$ cat config.mk
export PLATFORM = sky130hd
export DESIGN_NAME = ubus_datapath
export DESIGN_NICKNAME = d
export VERILOG_FILES = /design/src/rtl/ubus_pkg.sv /design/src/rtl/ubus_regfile.sv /design/src/rtl/ubus_imm_ext.sv /design/src/rtl/ubus_alu.sv /design/src/rtl/ubus_datapath.sv
export SDC_FILE = /design/constraint.sdc
export NUM_CORES = 2
export LEC_CHECK = 0
export ABC_AREA = 1
export BUFFER_PORTS_ARGS = -buffer_cell sky130_fd_sc_hd__buf_2
export CORE_ASPECT_RATIO = 1.4
export CORE_MARGIN = 2
export CORE_UTILIZATION = 57
export DETAILED_ROUTE_END_ITERATION = 10
export HOLD_SLACK_MARGIN = 0.12
export MAX_ROUTING_LAYER = met4
export PLACE_DENSITY = 0.79
export RECOVER_POWER = 25
export SETUP_SLACK_MARGIN = 0.3
export SLEW_MARGIN = 0
export SYNTH_ARGS = -nofsm -noshare
export SYNTH_HDL_FRONTEND = slang
export SYNTH_SLANG_ARGS = --single-unit
$ cat constraint.sdc
create_clock -name clk_i -period 4.4 [get_ports clk_i]
set_clock_uncertainty 0.1 [all_clocks]
set_input_delay 0.22 -clock clk_i [delete_from_list [all_inputs] [get_ports clk_i]]
set_output_delay 0.22 -clock clk_i [all_outputs]
set_load 0.01 [all_outputs]
$ cat src/rtl/ubus_pkg.sv
package ubus_pkg;
  localparam int unsigned DW        = 32;
  localparam int unsigned N_GPR     = 32;
  localparam int unsigned N_ENT     = N_GPR + 1;
  localparam int unsigned RAW       = $clog2(N_ENT);
  localparam int unsigned PC_IDX    = N_GPR;
  localparam int unsigned LINK_IDX  = N_GPR - 1;

  localparam logic [2:0] SEL_RS   = 3'd0;
  localparam logic [2:0] SEL_RT   = 3'd1;
  localparam logic [2:0] SEL_RD   = 3'd2;
  localparam logic [2:0] SEL_LINK = 3'd3;
  localparam logic [2:0] SEL_PC   = 3'd4;

  localparam logic [1:0] EXT_SGN  = 2'd0;
  localparam logic [1:0] EXT_ZER  = 2'd1;
  localparam logic [1:0] EXT_BRO  = 2'd2;

  localparam logic [2:0] OP_PASS  = 3'd0;
  localparam logic [2:0] OP_INC4  = 3'd1;
  localparam logic [2:0] OP_ADD   = 3'd2;
  localparam logic [2:0] OP_JMP   = 3'd3;
  localparam logic [2:0] OP_FUNC  = 3'd4;
endpackage

$ cat src/rtl/ubus_regfile.sv
module ubus_regfile
  import ubus_pkg::*;
#(
  parameter int unsigned WIDTH   = DW,
  parameter int unsigned ENTRIES = N_ENT,
  localparam int unsigned AW     = $clog2(ENTRIES)
) (
  input  logic             clk_i,
  input  logic             rst_ni,
  input  logic [AW-1:0]    addr_i,
  input  logic             we_i,
  input  logic [WIDTH-1:0] wdata_i,
  output logic [WIDTH-1:0] rdata_o
);
  logic [WIDTH-1:0] ent_q [ENTRIES];

  // entry 0 is hard zero; no storage
  assign ent_q[0] = '0;

  for (genvar g = 1; g < ENTRIES; g++) begin : g_ent
    always_ff @(posedge clk_i or negedge rst_ni) begin
      if (!rst_ni)                          ent_q[g] <= '0;
      else if (we_i && addr_i == AW'(g))    ent_q[g] <= wdata_i;
    end
  end

  always_comb begin
    rdata_o = '0;
    for (int i = 0; i < ENTRIES; i++)
      if (addr_i == AW'(i)) rdata_o = ent_q[i];
  end
endmodule

$ cat src/rtl/ubus_imm_ext.sv
module ubus_imm_ext
  import ubus_pkg::*;
(
  input  logic [15:0]   imm_i,
  input  logic [1:0]    sel_i,
  output logic [DW-1:0] ext_o
);
  always_comb begin
    unique case (sel_i)
      EXT_ZER: ext_o = {{(DW-16){1'b0}}, imm_i};
      EXT_BRO: ext_o = {{(DW-18){imm_i[15]}}, imm_i, 2'b00};
      default: ext_o = {{(DW-16){imm_i[15]}}, imm_i};
    endcase
  end
endmodule

$ cat src/rtl/ubus_alu.sv
module ubus_alu
  import ubus_pkg::*;
(
  input  logic [2:0]    op_i,
  input  logic [5:0]    opc_i,
  input  logic [5:0]    fn_i,
  input  logic [DW-1:0] a_i,
  input  logic [DW-1:0] b_i,
  output logic [DW-1:0] y_o
);
  typedef enum logic [2:0] {F_ADD, F_SUB, F_AND, F_OR, F_XOR, F_SLT} fn_e;
  fn_e fn;

  // register form decodes func, immediate form decodes opcode
  always_comb begin
    fn = F_ADD;
    if (opc_i == 6'h00) begin
      unique case (fn_i)
        6'h22: fn = F_SUB;
        6'h24: fn = F_AND;
        6'h25: fn = F_OR;
        6'h26: fn = F_XOR;
        6'h2A: fn = F_SLT;
        default: fn = F_ADD;
      endcase
    end else begin
      unique case (opc_i)
        6'h0A: fn = F_SLT;
        6'h0C: fn = F_AND;
        6'h0D: fn = F_OR;
        6'h0E: fn = F_XOR;
        default: fn = F_ADD;
      endcase
    end
  end

  logic [DW-1:0] fres;
  always_comb begin
    unique case (fn)
      F_SUB:   fres = a_i - b_i;
      F_AND:   fres = a_i & b_i;
      F_OR:    fres = a_i | b_i;
      F_XOR:   fres = a_i ^ b_i;
      F_SLT:   fres = {{(DW-1){1'b0}}, $signed(a_i) < $signed(b_i)};
      default: fres = a_i + b_i;
    endcase
  end

  always_comb begin
    unique case (op_i)
      OP_INC4: y_o = a_i + DW'(4);
      OP_ADD:  y_o = a_i + b_i;
      OP_JMP:  y_o = {a_i[DW-1:DW-4], b_i[DW-7:0], 2'b00};
      OP_FUNC: y_o = fres;
      default: y_o = a_i;
    endcase
  end
endmodule

$ cat src/rtl/ubus_datapath.sv
module ubus_datapath
  import ubus_pkg::*;
(
  input  logic          clk_i,
  input  logic          rst_ni,
  input  logic          drv_alu_i,
  input  logic          drv_reg_i,
  input  logic          drv_mem_i,
  input  logic          drv_imm_i,
  input  logic          ld_ir_i,
  input  logic          ld_a_i,
  input  logic          ld_b_i,
  input  logic          ld_ma_i,
  input  logic          reg_wr_i,
  input  logic [2:0]    reg_sel_i,
  input  logic [1:0]    ext_sel_i,
  input  logic [2:0]    alu_op_i,
  input  logic          mem_we_i,
  input  logic [31:0]   mem_rdata_i,
  input  logic          mem_busy_i,
  output logic [31:0]   mem_addr_o,
  output logic [31:0]   mem_wdata_o,
  output logic          mem_we_o,
  output logic          mem_req_o,
  output logic [5:0]    opcode_o,
  output logic          zero_o,
  output logic          busy_o
);
  logic [DW-1:0] ir_q, a_q, b_q, ma_q;
  logic [DW-1:0] bus_w, alu_w, reg_w, imm_w;
  logic [RAW-1:0] ra_w;

  always_comb begin
    unique case (reg_sel_i)
      SEL_RS:   ra_w = RAW'(ir_q[25:21]);
      SEL_RT:   ra_w = RAW'(ir_q[20:16]);
      SEL_RD:   ra_w = RAW'(ir_q[15:11]);
      SEL_LINK: ra_w = RAW'(LINK_IDX);
      default:  ra_w = RAW'(PC_IDX);
    endcase
  end

  ubus_regfile #(.WIDTH(DW), .ENTRIES(N_ENT)) u_rf (
    .clk_i, .rst_ni, .addr_i(ra_w), .we_i(reg_wr_i), .wdata_i(bus_w), .rdata_o(reg_w)
  );

  ubus_imm_ext u_ext (.imm_i(ir_q[15:0]), .sel_i(ext_sel_i), .ext_o(imm_w));

  ubus_alu u_alu (
    .op_i(alu_op_i), .opc_i(ir_q[31:26]), .fn_i(ir_q[5:0]),
    .a_i(a_q), .b_i(b_q), .y_o(alu_w)
  );

  // one-hot AND-OR mux stands in for tristate drivers
  assign bus_w = ({DW{drv_alu_i}} & alu_w) | ({DW{drv_reg_i}} & reg_w)
               | ({DW{drv_mem_i}} & mem_rdata_i) | ({DW{drv_imm_i}} & imm_w);

  always_ff @(posedge clk_i or negedge rst_ni) begin
    if (!rst_ni) begin
      ir_q <= '0; a_q <= '0; b_q <= '0; ma_q <= '0;
    end else begin
      if (ld_ir_i) ir_q <= bus_w;
      if (ld_a_i)  a_q  <= bus_w;
      if (ld_b_i)  b_q  <= bus_w;
      if (ld_ma_i) ma_q <= bus_w;
    end
  end

  assign mem_addr_o  = ma_q;
  assign mem_wdata_o = bus_w;
  assign mem_we_o    = mem_we_i;
  assign mem_req_o   = drv_mem_i | mem_we_i;
  assign busy_o      = mem_busy_i;
  assign opcode_o    = ir_q[31:26];
  assign zero_o      = (a_q == '0);
endmodule

# After elaboration in Yosys (flattened, before gate mapping)
# Index checks and enable logic that the tools add are counted.
dict set report totals {
  output_inout_bits 74
  in_bits 53
  elab_cells 180
  register_bits 1152
}
dict set report classes {
  bitwise 11
  n_mux 39
  n_reduce_logical 35
  eq_ne 55
  n_addsub 3
  order_cmp 1
}
# cell n
set op_table {}
lappend op_table {{$mux W32} 32}
lappend op_table {{$and A32 B32 Y32} 5}
lappend op_table {{$pmux W32 S5} 1}
lappend op_table {{$or A32 B32 Y32} 4}
lappend op_table {{$pmux W32 S4} 1}
lappend op_table {{$eq A6 B5 Y1 const B} 16}
lappend op_table {{$eq A6 B4 Y1 const B} 12}
lappend op_table {{$pmux W32 S2} 1}
lappend op_table {{$eq A6 B6 Y1 const B} 6}
lappend op_table {{$add A32 B3 Y32 const B} 1}
lappend op_table {{$add A32 B32 Y32} 1}
lappend op_table {{$logic_and A1 B1 Y1} 32}
lappend op_table {{$logic_not A32 Y1} 1}
lappend op_table {{$lt A32 B32 Y1} 1}
lappend op_table {{$sub A32 B32 Y32} 1}
lappend op_table {{$xor A32 B32 Y32} 1}
lappend op_table {{$eq A6 B3 Y1 const B} 4}
lappend op_table {{$pmux W6 S4} 1}
lappend op_table {{$eq A3 B2 Y1 const B} 6}
lappend op_table {{$pmux W3 S5} 1}
lappend op_table {{$eq A6 B2 Y1 const B} 2}
lappend op_table {{$pmux W3 S4} 1}
lappend op_table {{$eq A3 B1 Y1 const B} 3}
lappend op_table {{$eq A3 B3 Y1 const B} 3}
lappend op_table {{7 further kinds} 7}

# Depth between registers and ports, before layout
dict set report logic_depth {
  word_depth 39
  mapped_depth 33
  mapped_depth_nobuf 32
}

# By module
# A second synthesis with hierarchy kept.
dict set report unflattened {
  cells_unflattened 7947
  hier_area_um2 59604.7
}
# module seq_area_each_um2 cells_per_inst instances area_per_inst_um2
set modules_own_cells {}
lappend modules_own_cells {ubus_regfile 25624.6 5465 1 44745.4}
lappend modules_own_cells {ubus_alu 0.0 1659 1 8216.6}
lappend modules_own_cells {ubus_datapath 3203.1 747 1 6236.0}
lappend modules_own_cells {ubus_imm_ext 0.0 76 1 406.6}

# Worst setup path before layout
# Ideal clock, no wire load.
dict set report synth_path {
  path_kind {register -> output}
  startpoint {register a_q[1]}
  endpoint {output mem_wdata_o[29]}
  setup_slack_ps 634
  t_arrival_ps 3446
  required_ps 4080
  n_path_buf 1
  path_stages_with_launch 24
  cell_sequence {dfrtp_1 inv_1 ha_1 a21oi_1 o21ai_1 nand2_1 nand2_1 a21boi_1 o21ai_1 a21oi_1 nor2_1 nor2_1 o21ai_1 a21boi_1 o21ai_2 a21oi_1 o21ai_1 xor2_1 nand2_1 nand3_1 nand3b_1 a21oi_1 nand2_4 buf_6}
}
dict set report synth_between {
  elab_chain_len 7
  elab_cells_between_ends 9
  cone_classes {add/sub: 3; mux: 2; bitwise: 4}
}
# element line
set synth_rtl {}
lappend synth_rtl {{from (decl)} ubus_datapath.sv:29} ;# logic [DW-1:0] ir_q, a_q, b_q, ma_q;
lappend synth_rtl {{from (signal assigned)} ubus_datapath.sv:63} ;# if (ld_a_i) a_q <= bus_w;
lappend synth_rtl {{$add A32 B32 Y32 or $sub A32 B32 Y32 (tied branches)} {ubus_alu.sv:45, ubus_alu.sv:52, ubus_alu.sv:40}}
lappend synth_rtl {{$pmux W32 S5} ubus_alu.sv:39} ;# unique case (fn)
lappend synth_rtl {{$pmux W32 S4 (*)} ubus_alu.sv:50} ;# unique case (op_i)
lappend synth_rtl {{$and A32 B32 Y32 (*)} ubus_datapath.sv:55} ;# assign bus_w = ({DW{drv_alu_i}} & alu_w) | ({DW{drv_reg_i}} & reg_w)
lappend synth_rtl {{$or A32 B32 Y32 (*)} ubus_datapath.sv:55}
lappend synth_rtl {{$or A32 B32 Y32 (*) (2 in series)} ubus_datapath.sv:56} ;# | ({DW{drv_mem_i}} & mem_rdata_i) | ({DW{drv_imm_i}} & imm_w);
lappend synth_rtl {{to (decl)} ubus_datapath.sv:22} ;# output logic [31:0] mem_wdata_o,
# Every way passes the cells marked *; elsewhere a longest branch is shown, timed or not.

# Worst setup path after layout
dict set report layout_path {
  startpoint {register ir_q[12]}
  endpoint {output mem_wdata_o[14]}
}
dict set report layout_between {
  elab_chain_len 38
  elab_cells_between_ends 71
  cone_classes {eq/ne: 32; mux: 34; bitwise: 5}
}
# element line
set layout_rtl {}
lappend layout_rtl {{from (decl)} ubus_datapath.sv:29}
lappend layout_rtl {{from (signal assigned)} ubus_datapath.sv:62} ;# if (ld_ir_i) ir_q <= bus_w;
lappend layout_rtl {{$pmux W6 S4} ubus_datapath.sv:34} ;# unique case (reg_sel_i)
lappend layout_rtl {{$eq A6 B1 Y1} ubus_regfile.sv:30} ;# if (addr_i == AW'(i)) rdata_o = ent_q[i];
lappend layout_rtl {{$mux W32 (32 in series)} ubus_regfile.sv:30}
lappend layout_rtl {{$and A32 B32 Y32} ubus_datapath.sv:55}
lappend layout_rtl {{$or A32 B32 Y32} ubus_datapath.sv:55}
lappend layout_rtl {{$or A32 B32 Y32} ubus_datapath.sv:56}
lappend layout_rtl {{$or A32 B32 Y32 (*)} ubus_datapath.sv:56}
# Marks and branches as above.

==> flow_summary_export.csv <==
group,metric,value,unit
timing,setup-violations-final,1056,
power,ir_worst_vdd,401.1,µV
synthesis,syn_area_per_cell,7.155,µm²
hold_path,hold_depth,9,
synthesis,synth_area,0.05940,mm²
cells_and_area,design_area,0.07345,mm²
flow_run,cap_violations,7,
setup_path,cp.depth,30,
route,ant_nets,0,
global_routing,grt_overflow,0,
setup_path,required,4080,ps
setup_path,worst_ep_arrival_time,5040,ps
floorplanning,coreArea,0.1037,mm²
synthesis,syn_inst,8302,
cells_and_area,synthToLayoutAreaGrowth,23.65,%
timing,worst_pin_slew,2964,ps
route,via_per_inst,5.968,
clock_network,cts_made_buffers,109,
setup_path,end_kind,"primary output",
floorplanning,io_pins,127,
placed_design,dp.cells,9914,
clock_network,cts.htree.levels,3,
power,p_per_area,511.4,mW/mm²
clock_network,clk_latency,770,ps
outcome,violations,"capacitance limit, slew limit, setup timing",
synthesis,synthArstFlopShare,1.000,
setup_path,cp_num_buf_inv,7,
global_routing,grt_pass1_wl,360.5,mm
timing,fmax,186.5,MHz
synthesis,synth_cell_types,60,
route,drc_errors,0,
clock_network,cts_sinks,1152,
route,wire_per_inst,23.79,µm
placed_design,portBuffers,124,
synthesis,synth_ff_type,"dfrtp_1",
cells_and_area,drive_gt1_frac,0.1936,
floorplanning,design.die.area,0.1069,mm²
global_routing,grt_usage,0.4616,
floorplanning,dieWidth,276.8,µm
timing,drv_slew,316,
floorplanning,start_util,0.5728,
outcome,status,"finished, violations left",
synthesis,syn_nets,8457,
timing,layout_setup_ws,-962.4,ps
setup_path,critPathTopFamily,"simple AND/OR/NAND/NOR gates",
setup_path,slowest_stage,"dfrtp_1",
global_routing,antenna_found_initial,11,
clock_network,clk_pin_slew,60,ps
floorplanning,rows,140,
power,power.leakage,39.27,nW
timing,relSlewSlack,-0.9763,
route,dr_total_vias,61500,
cells_and_area,stdcell_count,10310,
synthesis,ys_warn_count,0,
setup_path,path_class,"reg2out",
timing,hold_viol,0,
hold_path,holdCritPathClass,"in2reg",
setup_path,ff2ff_path_depth,33,
clock_network,cts_root_buffer,"clkbuf_16",
global_routing,first_global_vias,58950,
global_routing,grt_start_max_net_pins,147,
route,drtIter0Drc,8188,
placed_design,dpl_cell_area,0.06538,mm²
synthesis,ys_seq_area_frac,0.4853,
placed_design,gp_congestion,1.029,
synthesis,ys_seq_elements,1152,
setup_path,slowest_delay,400,ps
setup_path,crit_fanout,8,
clock_network,clockBufferDepth,3,
timing,final.min_clock_period,5362,ps
route,drt-total-wl,245.1,mm
timing,rsz0062_at_grt,"true",
synthesis,synth_edf_count,0,
setup_path,worstSetupStartpointType,"flip-flop",
timing,final.period_utilization,1.219,
cells_and_area,nets,9012,
floorplanning,die_h,386.0,µm
placed_design,hpwlAfterDp,156.8,mm
clock_network,cts_tree,"yes",
route,first_pass_iters,8,
-- through the flow --
step / util / setup TNS, ps / power (mW) / setup WS, ps / hold slack [ps]
after floorplan: - / 0 / 20.41 / 634.0 / -175.6
after global routing: 0.7083 / -386590 / 38.99 / -1065 / 157.3
final: 0.7083 / -223340 / 37.56 / -962.4 / 135.3
after global placement: 0.6305 / -244640 / 24.81 / -528.1 / 117.2
after detailed placement: 0.6305 / -267800 / 25.12 / -524.1 / 117.9
after CTS: 0.6929 / -93260 / 36.51 / -828.2 / 125.1
-- state kept, by name, summed over array words and instances (netlist names) --
register / cells
u_rf.ent_q: 1024
b_q: 32
ir_q: 32
a_q: 32
mem_addr_o: 32
-- report_power, final --
| part | internal (mW) | switching [mW] |
|---|---|---|
| sequential | 13.5 | 1.78 |
| combinational | 4.57 | 7.34 |
| clock | 5.88 | 4.46 |
-- logic make-up after synthesis --
logic type,Yosys count,synth area share
buf+inv,924,0.06350
simple gates,5578,0.3754
xor+xnor,15,0.002212
flops,1152,0.4853
fa+ha+maj,102,0.02174
compound gates,531,0.05186
-- cells in the mapped netlist, types with 8 or more instances --
master / count / share of area
buf_4: 18 / 0.0023
a211oi_1: 8 / 0.0010
xor2_1: 14 / 0.0021
nand2_2: 33 / 0.0035
a22oi_1: 8 / 0.0010
inv_1: 417 / 0.026
nor3_1: 29 / 0.0024
ha_1: 100 / 0.021
nand3_1: 159 / 0.013
buf_1: 23 / 0.0015
a31oi_1: 13 / 0.0014
nor2_2: 11 / 0.0012
dfrtp_1: 1152 / 0.49
o21ai_0: 99 / 0.0083
nor4_1: 14 / 0.0015
o21ai_1: 29 / 0.0024
or2_0: 26 / 0.0027
buf_2: 93 / 0.0078
nand2_1: 4540 / 0.29
o211ai_1: 12 / 0.0015
buf_6: 16 / 0.0030
clkbuf_1: 339 / 0.021
or2_2: 112 / 0.012
o22ai_1: 19 / 0.0020
inv_2: 13 / 0.00082
a21oi_1: 256 / 0.022
nand4_1: 197 / 0.021
nor2_1: 431 / 0.027
a221oi_1: 33 / 0.0049
o221ai_1: 16 / 0.0024
-- worst register-to-register path: cells and delay by family (launching register included) --
family / cells / cell delay, ps
buffers and inverters: 8 / 990
AND/OR/NAND/NOR: 25 / 3350
flip-flops: 1 / 380
-- area by class of cell --
cell class                 count  area, µm²
inverter                     435       1648
sequential                  1152      28830
multi-input combinational   6226      28790
fill                        8035      30250
clock buffer                 158       3276
timing repair buffer         933       8589
tap                         1349       1688
antenna                        9      22.52
clock inverter                43      611.8
-- per-layer routing --
layer,up-vias,share of wire,wire (µm),GRT usage
met5,-,0,0,-
met4,0,0.11,28130,0.4335
met3,1348,0.11,26010,0.1036
met2,4173,0.45,109500,0.6957
met1,29220,0.33,81490,0.5090
li1,26760,-,-,-
-- layout by cell type, fill, tap and decap left out, drive strengths merged, types with 28 or more instances in the layout --
cell type	instances
nand2	4574
dfrtp	1152
buf	898
nor2	444
inv	433
a21oi	258
nand4	197
clkbuf	175
nand3	164
or2	144
o21ai	130
ha	100
nor3	34
a221oi	33
clkinv	28
-- repair_timing --
item,4_1_cts,5_1_grt
hold buffers,13,1
cloned,12,6
gates resized for setup,375,288
endpoints found under the setup margin,1182,1184
buffers inserted,94,55
pin swaps,224,344
endpoints found under the hold margin,960,2
-- final timing paths --
kind,start,endpoint,slack [ps]
setup / recovery,ir_q[12],mem_wdata_o[14],-960
hold / removal,mem_rdata_i[23],u_rf.ent_q[279],140
setup reg to reg,ir_q[18],u_rf.ent_q[649],-500
hold reg to reg,u_rf.ent_q[931],u_rf.ent_q[931],370
max in group asynchronous,rst_ni,u_rf.ent_q[1005],350
min in group asynchronous,rst_ni,u_rf.ent_q[736],1160
Power figures use the tool's default switching activity.
